**src/rtl/dtu_pkg.sv**
```systemverilog
// Package: shared types for the descriptor table register unit.
// Assumes: status codes are visible at the top ports as 2-bit values.
package dtu_pkg;

    typedef enum logic [1:0] {
        ST_OK    = 2'd0,
        ST_NULL  = 2'd1,
        ST_LIMIT = 2'd2,
        ST_BAD   = 2'd3
    } dt_status_e;

    typedef enum logic {
        LD_IDLE  = 1'b0,
        LD_FETCH = 1'b1
    } ld_state_e;

endpackage

```
**src/rtl/dtu_lookup.sv**
```systemverilog
// Module: dtu_lookup
// Turns a selector or vector into a descriptor address with limit and
// null checks, and registers the result for one cycle of latency.
// Assumes: req is already gated by the caller (no request while busy);
// DLIM_W is at least as wide as SEL_W and TLIM_W.
module dtu_lookup
    import dtu_pkg::*;
#(
    parameter int ADDR_W = 32,
    parameter int TLIM_W = 16,
    parameter int DLIM_W = 20,
    parameter int SEL_W  = 16,
    parameter int VEC_W  = 8
) (
    input  logic              clk,
    input  logic              rst_n,
    input  logic              req,
    input  logic              is_vec,
    input  logic [SEL_W-1:0]  key,
    input  logic [ADDR_W-1:0] gbase,
    input  logic [TLIM_W-1:0] glim,
    input  logic [ADDR_W-1:0] ibase,
    input  logic [TLIM_W-1:0] ilim,
    input  logic [ADDR_W-1:0] lbase,
    input  logic [DLIM_W-1:0] llim,
    input  logic              lvalid,
    output logic              ack,
    output dt_status_e        status,
    output logic [ADDR_W-1:0] addr
);
    localparam int IDX_W = SEL_W - 3;
    localparam int CMP_W = DLIM_W;

    logic [IDX_W-1:0]   idx;
    logic               in_local;
    logic [VEC_W-1:0]   vec;
    logic [SEL_W-1:0]   sel_end;
    logic [VEC_W+2:0]   vec_end;
    logic [SEL_W-1:0]   sel_off;
    logic [VEC_W+2:0]   vec_off;
    logic [ADDR_W-1:0]  unused_key_hi;
    dt_status_e         nx_status;
    logic [ADDR_W-1:0]  nx_addr;

    assign idx      = key[SEL_W-1:3];
    assign in_local = key[2];
    assign vec      = key[VEC_W-1:0];
    assign sel_off  = {idx, 3'b000};
    assign sel_end  = {idx, 3'b111};
    assign vec_off  = {vec, 3'b000};
    assign vec_end  = {vec, 3'b111};
    assign unused_key_hi = '0;

    // Decide the status and address of the requested entry.
    always_comb begin
        nx_status = ST_OK;
        nx_addr   = '0;
        if (is_vec) begin
            if (CMP_W'(vec_end) > CMP_W'(ilim)) nx_status = ST_LIMIT;
            else nx_addr = ibase + ADDR_W'(vec_off);
        end else if (!in_local) begin
            if (idx == '0) nx_status = ST_NULL;
            else if (CMP_W'(sel_end) > CMP_W'(glim)) nx_status = ST_LIMIT;
            else nx_addr = gbase + ADDR_W'(sel_off);
        end else begin
            if (!lvalid) nx_status = ST_BAD;
            else if (CMP_W'(sel_end) > CMP_W'(llim)) nx_status = ST_LIMIT;
            else nx_addr = lbase + ADDR_W'(sel_off);
        end
    end

    // Register the result and raise the acknowledge for one cycle.
    always_ff @(posedge clk) begin
        if (!rst_n) begin
            ack    <= 1'b0;
            status <= ST_OK;
            addr   <= '0;
        end else begin
            ack <= req;
            if (req) begin
                status <= nx_status;
                addr   <= nx_addr;
            end
        end
    end

    AST_NULL_GLOBAL: assert property (@(posedge clk) disable iff (!rst_n)
        (req && !is_vec && !key[2] && key[SEL_W-1:3] == '0)
        |=> (ack && status == ST_NULL && addr == '0));

    AST_LOCAL_INVALID: assert property (@(posedge clk) disable iff (!rst_n)
        (req && !is_vec && key[2] && !lvalid)
        |=> (ack && status == ST_BAD));

    AST_FAULT_NO_ADDR: assert property (@(posedge clk) disable iff (!rst_n)
        (ack && status != ST_OK) |-> (addr == '0));

endmodule

```
**src/rtl/dtu_local_loader.sv**
```systemverilog
// Module: dtu_local_loader
// Loads the local table register: validates the selector, reads the
// matching descriptor from the global table and caches base and limit.
// Assumes: ld_req is already gated by the caller while busy; memory holds
// mem_data valid for the single cycle mem_valid is high.
module dtu_local_loader
    import dtu_pkg::*;
#(
    parameter int ADDR_W = 32,
    parameter int TLIM_W = 16,
    parameter int DLIM_W = 20,
    parameter int SEL_W  = 16
) (
    input  logic              clk,
    input  logic              rst_n,
    input  logic              ld_req,
    input  logic [SEL_W-1:0]  ld_sel,
    input  logic [ADDR_W-1:0] gbase,
    input  logic [TLIM_W-1:0] glim,
    output logic              mem_req,
    output logic [ADDR_W-1:0] mem_addr,
    input  logic              mem_valid,
    input  logic [63:0]       mem_data,
    output logic              busy,
    output logic              ld_done,
    output dt_status_e        ld_status,
    output logic [SEL_W-1:0]  lsel,
    output logic [ADDR_W-1:0] lbase,
    output logic [DLIM_W-1:0] llim,
    output logic              lvalid
);
    localparam int IDX_W   = SEL_W - 3;
    localparam int CMP_W   = DLIM_W;
    localparam int PRES_B  = 47;

    ld_state_e          state;
    logic [SEL_W-1:0]   pend_sel;
    logic [IDX_W-1:0]   idx;
    logic [SEL_W-1:0]   sel_end;
    logic               over_limit;
    logic [31:0]        d_base;
    logic [19:0]        d_lim;
    logic               d_present;
    logic               unused_desc_bits;

    assign idx        = ld_sel[SEL_W-1:3];
    assign sel_end    = {idx, 3'b111};
    assign over_limit = CMP_W'(sel_end) > CMP_W'(glim);
    assign d_base     = {mem_data[63:56], mem_data[39:32], mem_data[31:16]};
    assign d_lim      = {mem_data[51:48], mem_data[15:0]};
    assign d_present  = mem_data[PRES_B];
    assign unused_desc_bits = ^{mem_data[55:52], mem_data[46:40]};
    assign mem_req    = (state == LD_FETCH);
    assign busy       = (state == LD_FETCH);

    // Sequence a load: quick rejects from idle, else fetch then commit.
    always_ff @(posedge clk) begin
        if (!rst_n) begin
            state     <= LD_IDLE;
            pend_sel  <= '0;
            mem_addr  <= '0;
            ld_done   <= 1'b0;
            ld_status <= ST_OK;
            lsel      <= '0;
            lbase     <= '0;
            llim      <= '0;
            lvalid    <= 1'b0;
        end else begin
            ld_done <= 1'b0;
            case (state)
                LD_IDLE: begin
                    if (ld_req) begin
                        if (ld_sel[2]) begin
                            ld_done   <= 1'b1;
                            ld_status <= ST_BAD;
                        end else if (idx == '0) begin
                            ld_done   <= 1'b1;
                            ld_status <= ST_NULL;
                            lsel      <= ld_sel;
                            lvalid    <= 1'b0;
                        end else if (over_limit) begin
                            ld_done   <= 1'b1;
                            ld_status <= ST_LIMIT;
                        end else begin
                            state    <= LD_FETCH;
                            pend_sel <= ld_sel;
                            mem_addr <= gbase + ADDR_W'({idx, 3'b000});
                        end
                    end
                end
                LD_FETCH: begin
                    if (mem_valid) begin
                        state   <= LD_IDLE;
                        ld_done <= 1'b1;
                        if (!d_present) begin
                            ld_status <= ST_BAD;
                        end else begin
                            ld_status <= ST_OK;
                            lsel      <= pend_sel;
                            lbase     <= ADDR_W'(d_base);
                            llim      <= DLIM_W'(d_lim);
                            lvalid    <= 1'b1;
                        end
                    end
                end
                default: state <= LD_IDLE;
            endcase
        end
    end

    AST_REQ_HOLD: assert property (@(posedge clk) disable iff (!rst_n)
        (mem_req && !mem_valid) |=> (mem_req && $stable(mem_addr)));

    AST_CACHE_ATOMIC: assert property (@(posedge clk) disable iff (!rst_n)
        !busy |=> ($stable(lbase) && $stable(llim)));

    AST_ABSENT_KEEP: assert property (@(posedge clk) disable iff (!rst_n)
        (mem_req && mem_valid && !mem_data[PRES_B])
        |=> ($stable(lvalid) && $stable(lsel) && ld_done && ld_status == ST_BAD));

    AST_TI_REJECT: assert property (@(posedge clk) disable iff (!rst_n)
        (ld_req && !busy && ld_sel[2])
        |=> (!mem_req && ld_done && ld_status == ST_BAD && $stable(lsel)));

endmodule

```
**src/rtl/desc_table_unit.sv**
```systemverilog
// Module: desc_table_unit (top)
// Holds the global and interrupt table registers, and gates lookups and
// local loads while a descriptor fetch is pending.
// Assumes: register writes are accepted in any cycle, including while busy.
module desc_table_unit
    import dtu_pkg::*;
#(
    parameter int ADDR_W = 32,
    parameter int TLIM_W = 16,
    parameter int DLIM_W = 20,
    parameter int SEL_W  = 16,
    parameter int VEC_W  = 8
) (
    input  logic                     clk,
    input  logic                     rst_n,
    input  logic                     tab_wr_en,
    input  logic                     tab_wr_sel,
    input  logic [ADDR_W+TLIM_W-1:0] tab_wr_data,
    output logic [ADDR_W+TLIM_W-1:0] gtab_q,
    output logic [ADDR_W+TLIM_W-1:0] itab_q,
    input  logic                     lk_req,
    input  logic                     lk_is_vec,
    input  logic [SEL_W-1:0]         lk_key,
    output logic                     lk_ack,
    output logic [1:0]               lk_status,
    output logic [ADDR_W-1:0]        lk_addr,
    input  logic                     lload_req,
    input  logic [SEL_W-1:0]         lload_sel,
    output logic                     lload_done,
    output logic [1:0]               lload_status,
    output logic                     busy,
    output logic [SEL_W-1:0]         lsel_q,
    output logic [ADDR_W-1:0]        lbase_q,
    output logic [DLIM_W-1:0]        llim_q,
    output logic                     lvalid_q,
    output logic                     mem_req,
    output logic [ADDR_W-1:0]        mem_addr,
    input  logic                     mem_valid,
    input  logic [63:0]              mem_data
);
    localparam int TAB_W = ADDR_W + TLIM_W;

    logic [TAB_W-1:0] gtab;
    logic [TAB_W-1:0] itab;
    logic             lk_go;
    logic             ld_go;
    dt_status_e       lk_st;
    dt_status_e       ld_st;

    // Hold the software-written global and interrupt registers.
    always_ff @(posedge clk) begin
        if (!rst_n) begin
            gtab <= '0;
            itab <= '0;
        end else if (tab_wr_en) begin
            if (tab_wr_sel) itab <= tab_wr_data;
            else            gtab <= tab_wr_data;
        end
    end

    assign gtab_q = gtab;
    assign itab_q = itab;
    assign lk_go  = lk_req && !busy;
    assign ld_go  = lload_req && !busy;

    dtu_lookup #(
        .ADDR_W(ADDR_W), .TLIM_W(TLIM_W), .DLIM_W(DLIM_W),
        .SEL_W(SEL_W), .VEC_W(VEC_W)
    ) lookup_i (
        .clk    (clk),
        .rst_n  (rst_n),
        .req    (lk_go),
        .is_vec (lk_is_vec),
        .key    (lk_key),
        .gbase  (gtab[TAB_W-1:TLIM_W]),
        .glim   (gtab[TLIM_W-1:0]),
        .ibase  (itab[TAB_W-1:TLIM_W]),
        .ilim   (itab[TLIM_W-1:0]),
        .lbase  (lbase_q),
        .llim   (llim_q),
        .lvalid (lvalid_q),
        .ack    (lk_ack),
        .status (lk_st),
        .addr   (lk_addr)
    );

    dtu_local_loader #(
        .ADDR_W(ADDR_W), .TLIM_W(TLIM_W), .DLIM_W(DLIM_W), .SEL_W(SEL_W)
    ) loader_i (
        .clk       (clk),
        .rst_n     (rst_n),
        .ld_req    (ld_go),
        .ld_sel    (lload_sel),
        .gbase     (gtab[TAB_W-1:TLIM_W]),
        .glim      (gtab[TLIM_W-1:0]),
        .mem_req   (mem_req),
        .mem_addr  (mem_addr),
        .mem_valid (mem_valid),
        .mem_data  (mem_data),
        .busy      (busy),
        .ld_done   (lload_done),
        .ld_status (ld_st),
        .lsel      (lsel_q),
        .lbase     (lbase_q),
        .llim      (llim_q),
        .lvalid    (lvalid_q)
    );

    assign lk_status    = lk_st;
    assign lload_status = ld_st;

    AST_HOLD_OFF: assert property (@(posedge clk) disable iff (!rst_n)
        (lk_req && busy) |=> !lk_ack);

    AST_WRITE_READBACK: assert property (@(posedge clk) disable iff (!rst_n)
        (tab_wr_en && !tab_wr_sel) |=> (gtab_q == $past(tab_wr_data)));

    AST_BUSY_IS_FETCH: assert property (@(posedge clk) disable iff (!rst_n)
        busy |-> mem_req);

endmodule

```
**config.mk**
```make
export PLATFORM = sky130hd
export DESIGN_NAME = desc_table_unit
export DESIGN_NICKNAME = d
export VERILOG_FILES = /design/src/rtl/dtu_pkg.sv /design/src/rtl/dtu_lookup.sv /design/src/rtl/dtu_local_loader.sv /design/src/rtl/desc_table_unit.sv
export SDC_FILE = /design/constraint.sdc
export NUM_CORES = 1
export LEC_CHECK = 0
export ABC_AREA = 0
export BUFFER_PORTS_ARGS = -buffer_cell sky130_fd_sc_hd__buf_2
export CORE_AREA = 2 2 188 190
export DETAILED_ROUTE_END_ITERATION = 8
export DIE_AREA = 0 0 190 192
export PLACE_DENSITY_LB_ADDON = 0.1
export SLEW_MARGIN = 20
export SYNTH_ARGS = -nofsm -noshare
export SYNTH_HDL_FRONTEND = slang
export SYNTH_SLANG_ARGS = --single-unit
export TNS_END_PERCENT = 30
```
**constraint.sdc**
```tcl
create_clock -name clk -period 2.84 [get_ports clk]
set_input_delay 0.142 -clock clk [delete_from_list [all_inputs] [get_ports clk]]
set_output_delay 0.142 -clock clk [all_outputs]
set_load 0.05 [all_outputs]
```
# --- After elaboration in Yosys (flattened, before gate mapping) ---
# Cells that the tools add are included.
totals:
  word_cells: 89
  in_bits: 152
  out_inout_bits: 237
  ff_bits: 251
classes:
  n_eq_ne: 6
  n_addsub: 4
  bitwise: 5
  magnitude_cmp: 4
  n_reduce_logical: 11
  muxes: 45
ops:
  columns: ["operator", "count"]
  rows:
  - ["two-way mux 32 bit", 7]
  - ["adder 32 x 16 -> 32 bit", 3]
  - ["two-way mux 16 bit", 5]
  - ["adder 32 x 11 -> 32 bit", 1]
  - ["greater-than comparator 16 bit", 2]
  - ["one-hot mux 16 bit (2 select lines)", 1]
  - ["logical NOT 13 bit", 2]
  - ["two-way mux 2 bit", 13]
  - ["greater-than comparator 16 x 20 -> 1 bit", 1]
  - ["greater-than comparator 11 x 16 -> 1 bit", 1]
  - ["two-way mux 1 bit", 15]
  - ["AND reduction 5 bit", 2]
  - ["!= test 2 bit, second input constant", 4]
  - ["one-hot mux 1 bit (2 select lines)", 3]
  - ["AND reduction 3 bit", 2]
  - ["inverter 1 bit", 5]
  - ["!= test 4 x 2 -> 1 bit, second input constant", 1]
  - ["one-hot mux 2 bit (2 select lines)", 1]
  - ["AND reduction 2 bit", 2]
  - ["logical AND 1 bit", 2]
  - ["!= test 2 x 1 -> 1 bit, second input constant", 1]
  - ["logical NOT 1 bit", 1]

# --- Logic depth before layout (Yosys ltp) ---
# Gate-level depths: netlist (run 1).
depth:
  word_depth: 6
  depth_mapped: 12
  mapped_depth_nobuf: 11

# --- By module ---
# From an unflattened synthesis (run 1), not the netlist that was laid out.
unflattened:
  hier_cells: 1847
  hier_area_um2: 15016.9
modules_own_cells:
  columns: ["module", "cells_each", "instances", "seq_area_each_um2", "area_per_inst_um2"]
  rows:
  - ["dtu_local_loader", 715, 1, 2382.3, 5803.1]
  - ["dtu_lookup", 764, 1, 700.7, 5569.1]
  - ["desc_table_unit", 368, 1, 1921.8, 3644.7]

# --- Least setup slack after synthesis (run 1) ---
# OpenSTA, ideal clock, no wires.
synth_path:
  path_kind: "reg2reg"
  start: "reg gtab[19] (netlist: gtab_q[19])"
  end: "reg loader_i.mem_addr[31]"
  path_stages_with_launch: 11
  t_arrival_ps: 2837
  period_less_slack_ps: 2912
  slack_ps: -72
  t_required_ps: 2766
  setup_ps: 74
  path_buffers: 0
  path_cell_list: "dfxtp_1 -> ha_1 -> inv_1 -> fa_1 -> nand2b_1 -> a211oi_2 -> o2111ai_1 -> a311oi_2 -> o21bai_2 -> or3_1 -> a31oi_1"
synth_via:
  elab_chain_cells: 1
synth_rtl:
  columns: ["element", "line", "rtl"]
  rows:
  - ["from (decl)", "desc_table_unit.sv:43", "logic [TAB_W-1:0] gtab;"]
  - ["from (signal assigned)", "desc_table_unit.sv:57", "else gtab <= tab_wr_data;"]
  - ["adder 32 x 16 -> 32 bit", "dtu_local_loader.sv:87", "mem_addr <= gbase + ADDR_W'({idx, 3'b000});"]
  - ["to (signal assigned)", "dtu_local_loader.sv:87", null]
  - ["to (decl)", "dtu_local_loader.sv:21", "output logic [ADDR_W-1:0] mem_addr,"]
# Every way passes these cells.
# A chain may end at the register's enable or synchronous reset.

# --- Final worst setup path (run 1) ---
layout_path:
  start: "reg gtab[19] (netlist: gtab_q[19])"
  end: "reg lookup_i.addr[31]"
layout_via:
  elab_chain_cells: 5
layout_rtl:
  columns: ["element", "line", "rtl"]
  rows:
  - ["adder 32 x 16 -> 32 bit", "dtu_lookup.sv:64", "else nx_addr = gbase + ADDR_W'(sel_off);"]
  - ["two-way mux 32 bit", "dtu_lookup.sv:63", "else if (CMP_W'(sel_end) > CMP_W'(glim)) nx_status = ST_LIMIT;"]
  - ["two-way mux 32 bit", "dtu_lookup.sv:62", "if (idx == '0) nx_status = ST_NULL;"]
  - ["two-way mux 32 bit", "dtu_lookup.sv:61", "end else if (!in_local) begin"]
  - ["two-way mux 32 bit", "dtu_lookup.sv:58", "if (is_vec) begin"]
  - ["to (signal assigned)", "dtu_lookup.sv:82", "addr <= nx_addr;"]
  - ["to (decl)", "dtu_lookup.sv:29", "output logic [ADDR_W-1:0] addr"]
# Every way passes these cells.

==> flow_metrics.py, run 1 <==
metrics = {
    "synth": {
        "synth_flop_cell": "sky130_fd_sc_hd__dfxtp_1",
        "synthTopCellsByArea": "sky130_fd_sc_hd__dfxtp_1 (37%), sky130_fd_sc_hd__nand2_1 (10%), sky130_fd_sc_hd__ha_1 (8.6%)",
        "ys_async_sr_fraction_pct": 0,
        "post_synth_num_cell_types": 79,
        "count_of_flip_flops_with_a_built_in_enable_after_synthesis": 0,
        "mappedNetlistNets": 1967,
        "synth_top_area_share_pct": 36.6,
        "netlist_area_mm2": 0.0137,
        "synth.yosys.warnings": 0,
        "postSynthRegisterBits": 250,
        "syn_avg_cell_area_um2": 7.97,
        "post-synth-top-count-cell": "sky130_fd_sc_hd__nand2_1",
        "ys_top_cells_by_count": "sky130_fd_sc_hd__nand2_1 (368), sky130_fd_sc_hd__dfxtp_1 (250), sky130_fd_sc_hd__a21oi_1 (213)",
        "seq_total_area_yosys_pct": 36.6,
        "syn_inst": 1717,
        "yosys.area.top_type": "sky130_fd_sc_hd__dfxtp_1",
    },
    "critical_path": {
        "crit_path_end_kind": "register",
        "critical_path_depth": 11,
        "criticalPathCategory": "register to register",
        "path_max_fanout": 8,
        "worst-endpoint-required_ns": 3.27,
        "reg2reg_setup_slack_ns": 0.12,
        "critical_path.slowest_cell": "sky130_fd_sc_hd__fa_1",
        "critical_path.reg2reg.endpoint": "lookup_i.addr[31]$_SDFFE_PN0P_",
        "critPathArrivalTime_ns": 3.15,
        "crit_path_buf_inv_count": 1,
        "regToRegStartpoint": "gtab_q[19]$_SDFFE_PN0P_",
        "rr_worst_depth": 11,
        "crit_chain": "ha_1 > inv_1 > fa_1 > nor2b_1 > o2111ai_1 > nand4_1 > a41oi_1 > o21a_2 > nor3_1 > xnor2_1 > o211ai_1",
        "critPathLaunchType": "register",
        "worst_path_dominant_cell_family": "compound AO/OA/AOI/OAI gates",
        "cp_slowest_stage_delay_ns": 0.40,
    },
    "clocking": {
        "clock_tree.buffer_depth": 3,
        "clk_pin_slew_ns": 0.06,
        "ctsRootBufferMaster": "sky130_fd_sc_hd__clkbuf_16",
        "clock_latency_ns": 0.56,
        "cts-buffers-inserted": 29,
        "tritoncts_clock_tree": "yes",
        "htree_num_levels": 1,
        "clock_sinks": 250,
    },
    "route": {
        "detail_route.wirelength_mm": 50.1,
        "vias": 14009,
        "drc_errors": 0,
        "detail_route.wl_per_cell_um": 18.7,
        "first_pass_iters": 5,
        "route.detailed.vias_per_inst": 5.23,
        "final_antenna_violating_net_count": 0,
        "drtIter0Drc": 850,
    },
    "pwr": {
        "power.density_cell_area_mw_per_mm2": 513,
        "vdd_drop_max_uv": 465,
        "clock_power_share_pct": 40.3,
        "leakage_uw": 0.00790,
        "internal_power_of_the_cells_uw": 6510,
        "power.share.switching_pct": 30.8,
        "pwr-share-comb_pct": 19.7,
        "p_switching_uw": 2890,
        "p_seq_share_pct": 40.0,
    },
    "sta": {
        "maxSlewViolCount": 0,
        "worst_clock_skew_ns": 0.0103,
        "final.min_clock_period_ns": 2.72,
        "maximum_frequency_from_static_timing_analysis_ghz": 0.368,
        "timing.final.crit_share_pct": 95.7,
        "final_setup_violating_endpoints": 0,
        "setup_total_negative_slack_ns": 0,
        "finalWorstSetupSlack_ns": 0.122,
        "final-hold-violation-count": 0,
        "worst_pin_slew_ns": 0.980,
        "max-slew-margin-rel_pct": 34.7,
        "holdWs_ns": 0.0537,
    },
    "floorplanning": {
        "fp.coreArea_mm2": 0.0343,
        "fp_rows": 68,
        "floorplan.die.height_um": 192,
        "initial_util_pct": 39.9,
        "fp.dieW_um": 190,
        "dieArea_mm2": 0.0365,
        "pin_count": 389,
    },
    "global_routing": {
        "grt_first_pass_wirelength_mm": 74.8,
        "grt-ovfl-total": 0,
        "vias_in_the_first_global_route": 12930,
        "grt_util_all_layers_pct": 26.3,
        "grt_start_max_net_pins": 204,
        "grt_antenna_before_repair": 6,
    },
    "hold_path": {
        "min-delay-path-class": "input port to register",
        "hold_path_startpoint": "lk_is_vec",
        "worst_hold_path.num_cells": 3,
        "endpoint_with_the_worst_hold_slack": "lookup_i.addr[6]$_SDFFE_PN0P_",
    },
    "layout": {
        "final_net_count": 2447,
        "final_layout_size_suffix_gt1_share_pct": 22.6,
        "design_area_mm2": 0.0183,
        "flow.area_growth_from_synthesis_pct": 34.0,
    },
    "place": {
        "preCtsSetupSlack_ns": 0.0709,
        "hpwl_mm": 36.9,
        "place.gp.congestion": 0.921,
        "placement.io_buffers": 376,
        "postPlaceCellArea_mm2": 0.0161,
    },
    "run": {
        "max_cap_violations": 0,
    },
    "run_status": {
        "status": "finished clean",
    },
}
-- registers in the layout (all words and copies together), names as in the netlist --
signal	cells
gtab_q	48
loader_i.lbase	32
itab_q	48
loader_i.busy	1
lookup_i.addr	32
loader_i.pend_sel	15
loader_i.llim	20
lookup_i.ack	1
lookup_i.status	2
loader_i.ld_status	2
loader_i.lvalid	1
loader_i.ld_done	1
loader_i.mem_addr	32
loader_i.lsel	15
-- power by group through the flow --
stage	combinational, uW	clock [uW]	sequential [uW]
floorplan	722	0	4240
global placement	1690	0	3830
detailed placement	1700	0	3840
CTS	1840	3870	3760
global route	2000	4000	3780
finish	1860	3790	3760
-- timing repair --
item,CTS,global route
hold buffers,118,0
endpoints found under the setup margin,0,20
setup buffers,0,3
hold endpoints to repair,180,0
gates resized for setup,0,20
-- how the worst max path moves through the flow --
stage / start / endpoint
6_report: gtab_q[19]$_SDFFE_PN0P_ / lookup_i.addr[31]$_SDFFE_PN0P_
5_1_grt: loader_i.lbase[3]$_SDFFE_PN0P_ / lookup_i.addr[23]$_SDFFE_PN0P_
4_1_cts: gtab_q[26]$_SDFFE_PN0P_ / lookup_i.addr[21]$_SDFFE_PN0P_
3_5_place_dp: lk_key[10] / lookup_i.addr[21]$_SDFFE_PN0P_
3_3_place_gp: lk_key[10] / lookup_i.addr[21]$_SDFFE_PN0P_
2_1_floorplan: itab_q[19]$_SDFFE_PN0P_ / lookup_i.addr[13]$_SDFFE_PN0P_
-- through the flow --
stage	util (%)	total power, uW	instances
floorplan	-	4960	1717
global placement	46.9	5520	2500
detailed placement	46.9	5540	2500
CTS	53.1	9470	2669
global route	53.5	9780	2675
finish	53.5	9410	2677
-- kinds of logic after synthesis --
family / synth area share (%)
and+or+nand+nor: 20.0
adders and majority gates: 9.18
muxes: 3.14
xor gates and xnor gates: 6.14
AOI/OAI and AO/OA: 20.4
buffers and inverters: 4.52
other: 0.0274
DFF: 36.6
-- worst min-delay path, cell delays in order --
cell and delay [ns]:
sky130_fd_sc_hd__buf_2 0.20, sky130_fd_sc_hd__o32a_1 0.16, sky130_fd_sc_hd__a21oi_1 0.06
-- layer usage --
metal / vias to the layer above / wire (um) / track usage, %
li1: 6954 / - / -
met1: 6466 / 23300 / 37.0
met2: 496 / 21400 / 40.2
met3: 91 / 3560 / 5.30
met4: 2 / 1760 / 8.83
met5: - / 13 / 0
-- cells in the final DEF (no fill, tap or decap), types with 6 or more instances in the layout --
| master | synthesis | final |
|---|---|---|
| sky130_fd_sc_hd__and2_1 | 8 | 8 |
| sky130_fd_sc_hd__xor2_1 | 37 | 36 |
| sky130_fd_sc_hd__buf_2 | 7 | 376 |
| sky130_fd_sc_hd__nor4_1 | 6 | 6 |
| sky130_fd_sc_hd__ha_1 | 94 | 94 |
| sky130_fd_sc_hd__nand2_1 | 368 | 368 |
| sky130_fd_sc_hd__clkinv_2 | 0 | 6 |
| sky130_fd_sc_hd__clkbuf_16 | 0 | 29 |
| sky130_fd_sc_hd__dlygate4sd3_1 | 0 | 118 |
| sky130_fd_sc_hd__nor2b_1 | 13 | 12 |
| sky130_fd_sc_hd__o211ai_1 | 20 | 20 |
| sky130_fd_sc_hd__inv_1 | 60 | 59 |
| sky130_fd_sc_hd__dfxtp_1 | 250 | 248 |
| sky130_fd_sc_hd__nor3_1 | 25 | 23 |
| sky130_fd_sc_hd__mux2i_1 | 43 | 43 |
| sky130_fd_sc_hd__a21oi_1 | 213 | 211 |
| sky130_fd_sc_hd__a21o_1 | 14 | 14 |
| sky130_fd_sc_hd__nand3_1 | 30 | 29 |
| sky130_fd_sc_hd__o21bai_1 | 6 | 6 |
| sky130_fd_sc_hd__nor2_1 | 113 | 113 |
| sky130_fd_sc_hd__nand2b_1 | 14 | 13 |
| sky130_fd_sc_hd__a211oi_1 | 26 | 26 |
| sky130_fd_sc_hd__clkbuf_1 | 69 | 7 |
| sky130_fd_sc_hd__xnor2_1 | 59 | 59 |
| sky130_fd_sc_hd__buf_4 | 4 | 41 |
| sky130_fd_sc_hd__o21ai_0 | 57 | 57 |
| sky130_fd_sc_hd__nand4_1 | 24 | 24 |
| sky130_fd_sc_hd__and3_1 | 15 | 13 |
| sky130_fd_sc_hd__o21a_1 | 17 | 16 |
| sky130_fd_sc_hd__a22oi_1 | 36 | 36 |
-- area by class of cell --
type | count | area, um^2
fill | 3306 | 16000
multi-input combinational | 1318 | 8160
clock buffer | 40 | 807
tap | 455 | 569
inverter | 61 | 234
clock inverter | 11 | 136
timing repair buffer | 537 | 3410
antenna | 5 | 12.5
sequential | 250 | 5010
No activity file was read; power rests on OpenSTA's default activity.
==> inputs of run 2 (changes only) <==
--- a/config.mk
+++ b/config.mk
@@ -8,6 +8,7 @@
 export ABC_AREA = 0
 export BUFFER_PORTS_ARGS = -buffer_cell sky130_fd_sc_hd__buf_2
 export CORE_AREA = 2 2 188 190
+export CTS_BUF_LIST = sky130_fd_sc_hd__clkbuf_16
 export DETAILED_ROUTE_END_ITERATION = 8
 export DIE_AREA = 0 0 190 192
 export PLACE_DENSITY_LB_ADDON = 0.1
==> run 2 against run 1 <==
Setup slack improved by 0.0059 ns. Clock-buffer cell count fell by 11. Hold slack got worse by 0.0012 ns. Routed wire length barely moved. Final cell count barely moved.
==> flow_metrics.py, run 2 (synthesized netlist as in run 1, its figures left out) <==
metrics = {
    "run_status": {
        "status": "finished clean",
    },
    "critical_path": {
        "cp_slowest_stage_delay_ns": 0.40,
        "critPathLaunchType": "register",
        "worst_path_dominant_cell_family": "compound AO/OA/AOI/OAI gates",
        "path_max_fanout": 8,
        "crit_path_end_kind": "register",
        "rr_worst_depth": 11,
        "critical_path.slowest_cell": "sky130_fd_sc_hd__fa_1",
        "reg2reg_setup_slack_ns": 0.13,
        "crit_chain": "ha_1 > inv_1 > fa_1 > nor2b_1 > o2111ai_1 > nand4_1 > a41oi_1 > o21a_2 > nor2b_1 > xnor2_1 > o221ai_1",
        "worst-endpoint-required_ns": 3.25,
        "regToRegStartpoint": "gtab_q[19]$_SDFFE_PN0P_",
        "crit_path_buf_inv_count": 1,
        "critPathArrivalTime_ns": 3.12,
        "criticalPathCategory": "register to register",
        "critical_path.reg2reg.endpoint": "lookup_i.addr[21]$_SDFFE_PN0P_",
        "critical_path.most_common_cell": "sky130_fd_sc_hd__nor2b_1",
    },
    "sta": {
        "maximum_frequency_from_static_timing_analysis_ghz": 0.369,
        "setup_total_negative_slack_ns": 0,
        "maxSlewViolCount": 0,
        "timing.final.crit_share_pct": 95.5,
        "worst_clock_skew_ns": 0.0105,
        "finalWorstSetupSlack_ns": 0.127,
        "final.min_clock_period_ns": 2.71,
        "final-hold-violation-count": 0,
        "worst_pin_slew_ns": 0.942,
        "max-slew-margin-rel_pct": 37.2,
        "final_setup_violating_endpoints": 0,
    },
    "clocking": {
        "clock_latency_ns": 0.56,
        "htree_num_levels": 1,
        "clk_pin_slew_ns": 0.06,
        "clock_tree.buffer_depth": 3,
        "cts-buffers-inserted": 29,
        "clock_sinks": 250,
        "ctsRootBufferMaster": "sky130_fd_sc_hd__clkbuf_16",
        "tritoncts_clock_tree": "yes",
    },
    "floorplanning": {
        "floorplan.die.height_um": 192,
        "pin_count": 389,
        "fp.dieW_um": 190,
        "dieArea_mm2": 0.0365,
        "initial_util_pct": 39.9,
        "fp.coreArea_mm2": 0.0343,
        "fp_rows": 68,
    },
    "layout": {
        "design_area_mm2": 0.0183,
        "flow.area_growth_from_synthesis_pct": 33.7,
        "final_core_utilization_pct": 53.4,
        "layout.cells.most_common_list": "sky130_fd_sc_hd__buf_2 (376), sky130_fd_sc_hd__nand2_1 (368), sky130_fd_sc_hd__dfxtp_1 (248), sky130_fd_sc_hd__a21oi_1 (211), sky130_fd_sc_hd__dlygate4sd3_1 (118)",
        "final_layout_size_suffix_gt1_share_pct": 22.4,
        "final_net_count": 2447,
        "layout.cells.most_common": "sky130_fd_sc_hd__buf_2",
    },
    "pwr": {
        "power.density_cell_area_mw_per_mm2": 507,
        "vdd_drop_max_uv": 465,
        "leakage_uw": 0.00791,
    },
    "route": {
        "vias": 13983,
        "detail_route.wirelength_mm": 50.1,
        "drc_errors": 0,
        "detail_route.wl_per_cell_um": 18.7,
        "first_pass_iters": 5,
        "route.detailed.vias_per_inst": 5.22,
        "drtIter0Drc": 879,
        "final_antenna_violating_net_count": 0,
    },
    "place": {
        "placement.io_buffers": 376,
        "postPlaceCellArea_mm2": 0.0161,
        "hpwl_mm": 36.9,
        "preCtsSetupSlack_ns": 0.0709,
        "place.gp.congestion": 0.921,
    },
    "global_routing": {
        "grt_first_pass_wirelength_mm": 74.7,
        "grt_antenna_before_repair": 6,
        "grt_start_max_net_pins": 204,
        "grt-ovfl-total": 0,
        "vias_in_the_first_global_route": 12925,
        "grt_util_all_layers_pct": 26.3,
    },
    "hold_path": {
        "hold_path_startpoint": "lload_req",
        "worst_hold_path.num_cells": 4,
        "min-delay-path-class": "input port to register",
        "endpoint_with_the_worst_hold_slack": "loader_i.lvalid$_SDFFE_PN0P_",
    },
    "run": {
        "max_cap_violations": 0,
    },
}
-- run 2: worst max-delay path by stage --
stage | slack [ns] | endpoint | startpoint | cells after the start
detailed placement | 0.07 | lookup_i.addr[21]$_SDFFE_PN0P_ | lk_key[10] | 10
global route | -0.01 | lookup_i.addr[25]$_SDFFE_PN0P_ | loader_i.lbase[3]$_SDFFE_PN0P_ | 11
floorplan | -0.002 | lookup_i.addr[13]$_SDFFE_PN0P_ | itab_q[19]$_SDFFE_PN0P_ | 12
finish | 0.13 | lookup_i.addr[21]$_SDFFE_PN0P_ | gtab_q[19]$_SDFFE_PN0P_ | 11
global placement | 0.09 | lookup_i.addr[21]$_SDFFE_PN0P_ | lk_key[10] | 10
CTS | 0.06 | lookup_i.addr[21]$_SDFFE_PN0P_ | gtab_q[26]$_SDFFE_PN0P_ | 9
-- run 2: worst reg2reg max path: cells and delay by family (launching register included) --
family                   cells  cell delay, ns
adder cells (fa/ha/maj)      2            0.59
flip-flops                   1            0.37
buffers and inverters        1            0.06
AND/OR/NAND/NOR              3            0.51
AO/OA/AOI/OAI                4            0.83
XOR/XNOR                     1            0.22
-- run 2: cell type report --
type / instances / area (um^2)
fill: 3313 / 16000
timing repair buffer: 537 / 3410
multi-input combinational: 1318 / 8160
inverter: 61 / 234
antenna: 6 / 15.0
clock buffer: 29 / 726
clock inverter: 22 / 178
tap: 455 / 569
sequential: 250 / 5010
-- run 2: timing repair --
item | 4_1_cts | 5_1_grt
hold buffers | 118 | 0
setup buffers | 0 | 3
setup endpoints to repair | 0 | 20
gates resized for setup | 0 | 20
endpoints found under the hold margin | 180 | 0
-- run 2: layer usage --
| metal | up-vias | GRT usage (%) | part of all wire [%] |
|---|---|---|---|
| met4 | 0 | 8.83 | 3.4 |
| met2 | 492 | 40.2 | 43 |
| met3 | 90 | 5.30 | 7.3 |
| met1 | 6445 | 37.0 | 46 |
| li1 | 6956 | - | - |
| met5 | - | 0 | 0 |
-- run 2: stage by stage --
step	hold slack, ns	instances	power, uW
final	0.0526	2678	9270
after floorplan	0.271	1717	4960
after global placement	0.382	2500	5520
after global routing	0.0586	2675	9640
after detailed placement	0.387	2500	5540
after CTS	0.0342	2669	9330
-- run 2: power breakdown --
| part | internal [uW] | total [uW] | switching (uW) |
|---|---|---|---|
| combinational | 631 | 1860 | 1230 |
| clock | 2110 | 3650 | 1540 |
| sequential | 3640 | 3760 | 120 |
==> inputs of run 3 (changes only) <==
==> constraint.sdc (replaced) <==
create_clock -name clk -period 2.84 [get_ports clk]
set_input_delay 0.568 -clock clk [delete_from_list [all_inputs] [get_ports clk]]
set_output_delay 0.568 -clock clk [all_outputs]
set_load 0.05 [all_outputs]
==> run 3 against run 2 <==
First-iteration DRC count shrank 18%. Register-to-register slack gained 0.02 ns. Routed wire length grew 0.39%. Critical endpoint is now loader_i.mem_addr[31]$_SDFFE_PN0P_. Highest routed layer is now met5.
==> flow_metrics.py, run 3 (synthesized netlist as in run 1, its figures left out) <==
metrics = {
    "run_status": {
        "status": "finished clean",
    },
    "route": {
        "route.detailed.vias_per_inst": 5.29,
        "m1WireLength_mm": 22.9,
        "detail_route.wl_per_cell_um": 19.0,
        "drc_errors": 0,
        "drtIter0Drc": 724,
        "vias": 13993,
        "dr.max_layer_used": "met5",
        "final_antenna_violating_net_count": 0,
        "met3_wirelength_mm": 4.04,
        "detail_route.wirelength_mm": 50.3,
        "routed-wl-met2_mm": 21.9,
        "first_pass_iters": 6,
    },
    "run": {
        "max_cap_violations": 0,
    },
    "sta": {
        "final.min_clock_period_ns": 2.69,
        "rsz0062_at_grt": "true",
        "maximum_frequency_from_static_timing_analysis_ghz": 0.372,
        "worst_clock_skew_ns": 0.0189,
        "worst_pin_slew_ns": 0.600,
        "holdWs_ns": 0.241,
        "final-hold-violation-count": 0,
        "timing.final.crit_share_pct": 94.8,
        "final_setup_violating_endpoints": 0,
        "finalWorstSetupSlack_ns": 0.149,
        "maxSlewViolCount": 0,
        "max-slew-margin-rel_pct": 60.0,
    },
    "critical_path": {
        "critical_path.reg2reg.endpoint": "loader_i.mem_addr[31]$_SDFFE_PN0P_",
        "critPathLaunchType": "register",
        "worst-endpoint-required_ns": 3.34,
        "criticalPathCategory": "register to register",
        "regToRegStartpoint": "gtab_q[19]$_SDFFE_PN0P_",
        "reg2reg_setup_slack_ns": 0.15,
        "critPathArrivalTime_ns": 3.19,
        "rr_worst_depth": 10,
        "setup.worst_path.start": "gtab_q[19]$_SDFFE_PN0P_",
        "path_max_fanout": 5,
        "crit_path_end_kind": "register",
    },
    "layout": {
        "final.fill_count": 3398,
        "final_net_count": 2410,
        "layout.cells.most_common": "sky130_fd_sc_hd__buf_2",
        "layout.cells.most_common_list": "sky130_fd_sc_hd__buf_2 (376), sky130_fd_sc_hd__nand2_1 (368), sky130_fd_sc_hd__dfxtp_1 (248), sky130_fd_sc_hd__a21oi_1 (213), sky130_fd_sc_hd__buf_4 (115)",
        "flow.area_growth_from_synthesis_pct": 29.6,
        "multi_input_gate_area_mm2": 0.00812,
        "final_layout_size_suffix_gt1_share_pct": 26.4,
        "ff_latch_area_mm2": 0.00501,
    },
    "clocking": {
        "clock_sinks": 250,
        "ctsRootBufferMaster": "sky130_fd_sc_hd__clkbuf_16",
        "ctsHoldBuffers": 0,
        "clock_tree.buffer_depth": 3,
        "clock_latency_ns": 0.57,
        "tritoncts_clock_tree": "yes",
        "clk_pin_slew_ns": 0.06,
        "htree_num_levels": 1,
        "cts-buffers-inserted": 30,
    },
    "place": {
        "place.gp.congestion": 0.918,
        "preCtsSetupSlack_ns": -0.207,
        "placement.io_buffers": 376,
        "hpwl_mm": 38.8,
    },
    "pwr": {
        "p_seq_share_pct": 41.7,
        "clock_power_share_pct": 38.5,
        "p_switching_uw": 2910,
        "pwr-share-comb_pct": 19.8,
        "vdd_drop_max_uv": 451,
        "internal_power_of_the_cells_uw": 6140,
        "leakage_uw": 0.00781,
        "power.share.switching_pct": 32.1,
        "power.density_cell_area_mw_per_mm2": 510,
    },
    "global_routing": {
        "grt_util_all_layers_pct": 26.4,
        "grt_first_pass_wirelength_mm": 74.6,
        "grt-ovfl-total": 0,
        "grt_antenna_before_repair": 10,
        "vias_in_the_first_global_route": 12908,
        "grt_start_max_net_pins": 99,
    },
    "floorplanning": {
        "dieArea_mm2": 0.0365,
        "fp.coreArea_mm2": 0.0343,
        "floorplan.die.height_um": 192,
        "pin_count": 389,
        "fp_rows": 68,
        "initial_util_pct": 39.9,
        "fp.dieW_um": 190,
    },
    "hold_path": {
        "endpoint_with_the_worst_hold_slack": "loader_i.lbase[0]$_SDFFE_PN0P_",
        "hold_path_startpoint": "mem_data[16]",
        "worst_hold_path.num_cells": 3,
        "min-delay-path-class": "input port to register",
    },
}
[run 3: cell types whose count changed in the layout (fill, tap and decap cells not counted), sizes merged]
cell,delta
inv,-4
clkbuf,+1
buf,+80
clkinv,+11
bufinv,-3
diode,+2
dlygate4sd3,-118
[run 3: timing repair]
action | 4_1_cts | 5_1_grt
resized for setup | 0 | 14
setup buffers | 0 | 1
setup endpoints to repair | 0 | 11
hold endpoints to repair | 0 | 0
[run 3: stage by stage]
step / TNS (ns) / area [um^2] / total power (uW) / utilization [%] / instances
after detailed placement: -3.18 / 16800 / 5620 / 49.0 / 2582
final: 0 / 17700 / 9050 / 51.7 / 2647
after floorplan: -0.00151 / 13700 / 4960 / - / 1717
after global placement: -1.31 / 16800 / 5600 / 49.0 / 2582
after global routing: -0.0788 / 17700 / 9430 / 51.7 / 2645
after CTS: 0 / 17700 / 9120 / 51.5 / 2638
[run 3: worst max path at each step]
stage	end
after global routing	lookup_i.addr[29]$_SDFFE_PN0P_
after detailed placement	lookup_i.addr[29]$_SDFFE_PN0P_
after global placement	lookup_i.addr[25]$_SDFFE_PN0P_
final	loader_i.mem_addr[31]$_SDFFE_PN0P_
after CTS	loader_i.mem_addr[31]$_SDFFE_PN0P_
after floorplan	lookup_i.addr[13]$_SDFFE_PN0P_
[run 3: cell type report]
class                   instances  area share (%)
diodes                          8           0.113
flip-flops and latches        250            28.2
well taps                     455            3.21
multi-input cells            1318            45.8
repair buffers                499            16.4
clock buffers                  30            4.23
clock inverters                26           0.733
inverters                      61            1.32
[run 3: metal layers]
| metal | vias up | GRT usage (%) |
|---|---|---|
| li1 | 6894 | - |
| met1 | 6522 | 36.5 |
| met2 | 491 | 40.6 |
| met3 | 82 | 6.21 |
| met4 | 4 | 8.23 |
| met5 | - | 0 |
[run 3: worst max-delay path: stages (launching register included)]
cell	delay (ns)
sky130_fd_sc_hd__dfxtp_4	0.39
sky130_fd_sc_hd__ha_2	0.19
sky130_fd_sc_hd__inv_1	0.05
sky130_fd_sc_hd__fa_2	0.33
sky130_fd_sc_hd__nand2b_4	0.17
sky130_fd_sc_hd__a211oi_4	0.28
sky130_fd_sc_hd__o2111ai_2	0.18
sky130_fd_sc_hd__a311oi_2	0.39
sky130_fd_sc_hd__o21bai_2	0.16
sky130_fd_sc_hd__or3_1	0.32
sky130_fd_sc_hd__a31oi_1	0.15
[run 3: power groups by stage]
stage	sequential, uW	clock (uW)	combinational (uW)
after floorplan	4240	0	722
after global placement	3840	0	1760
after detailed placement	3840	0	1780
after CTS	3770	3570	1790
after global routing	3790	3710	1940
final	3770	3490	1800
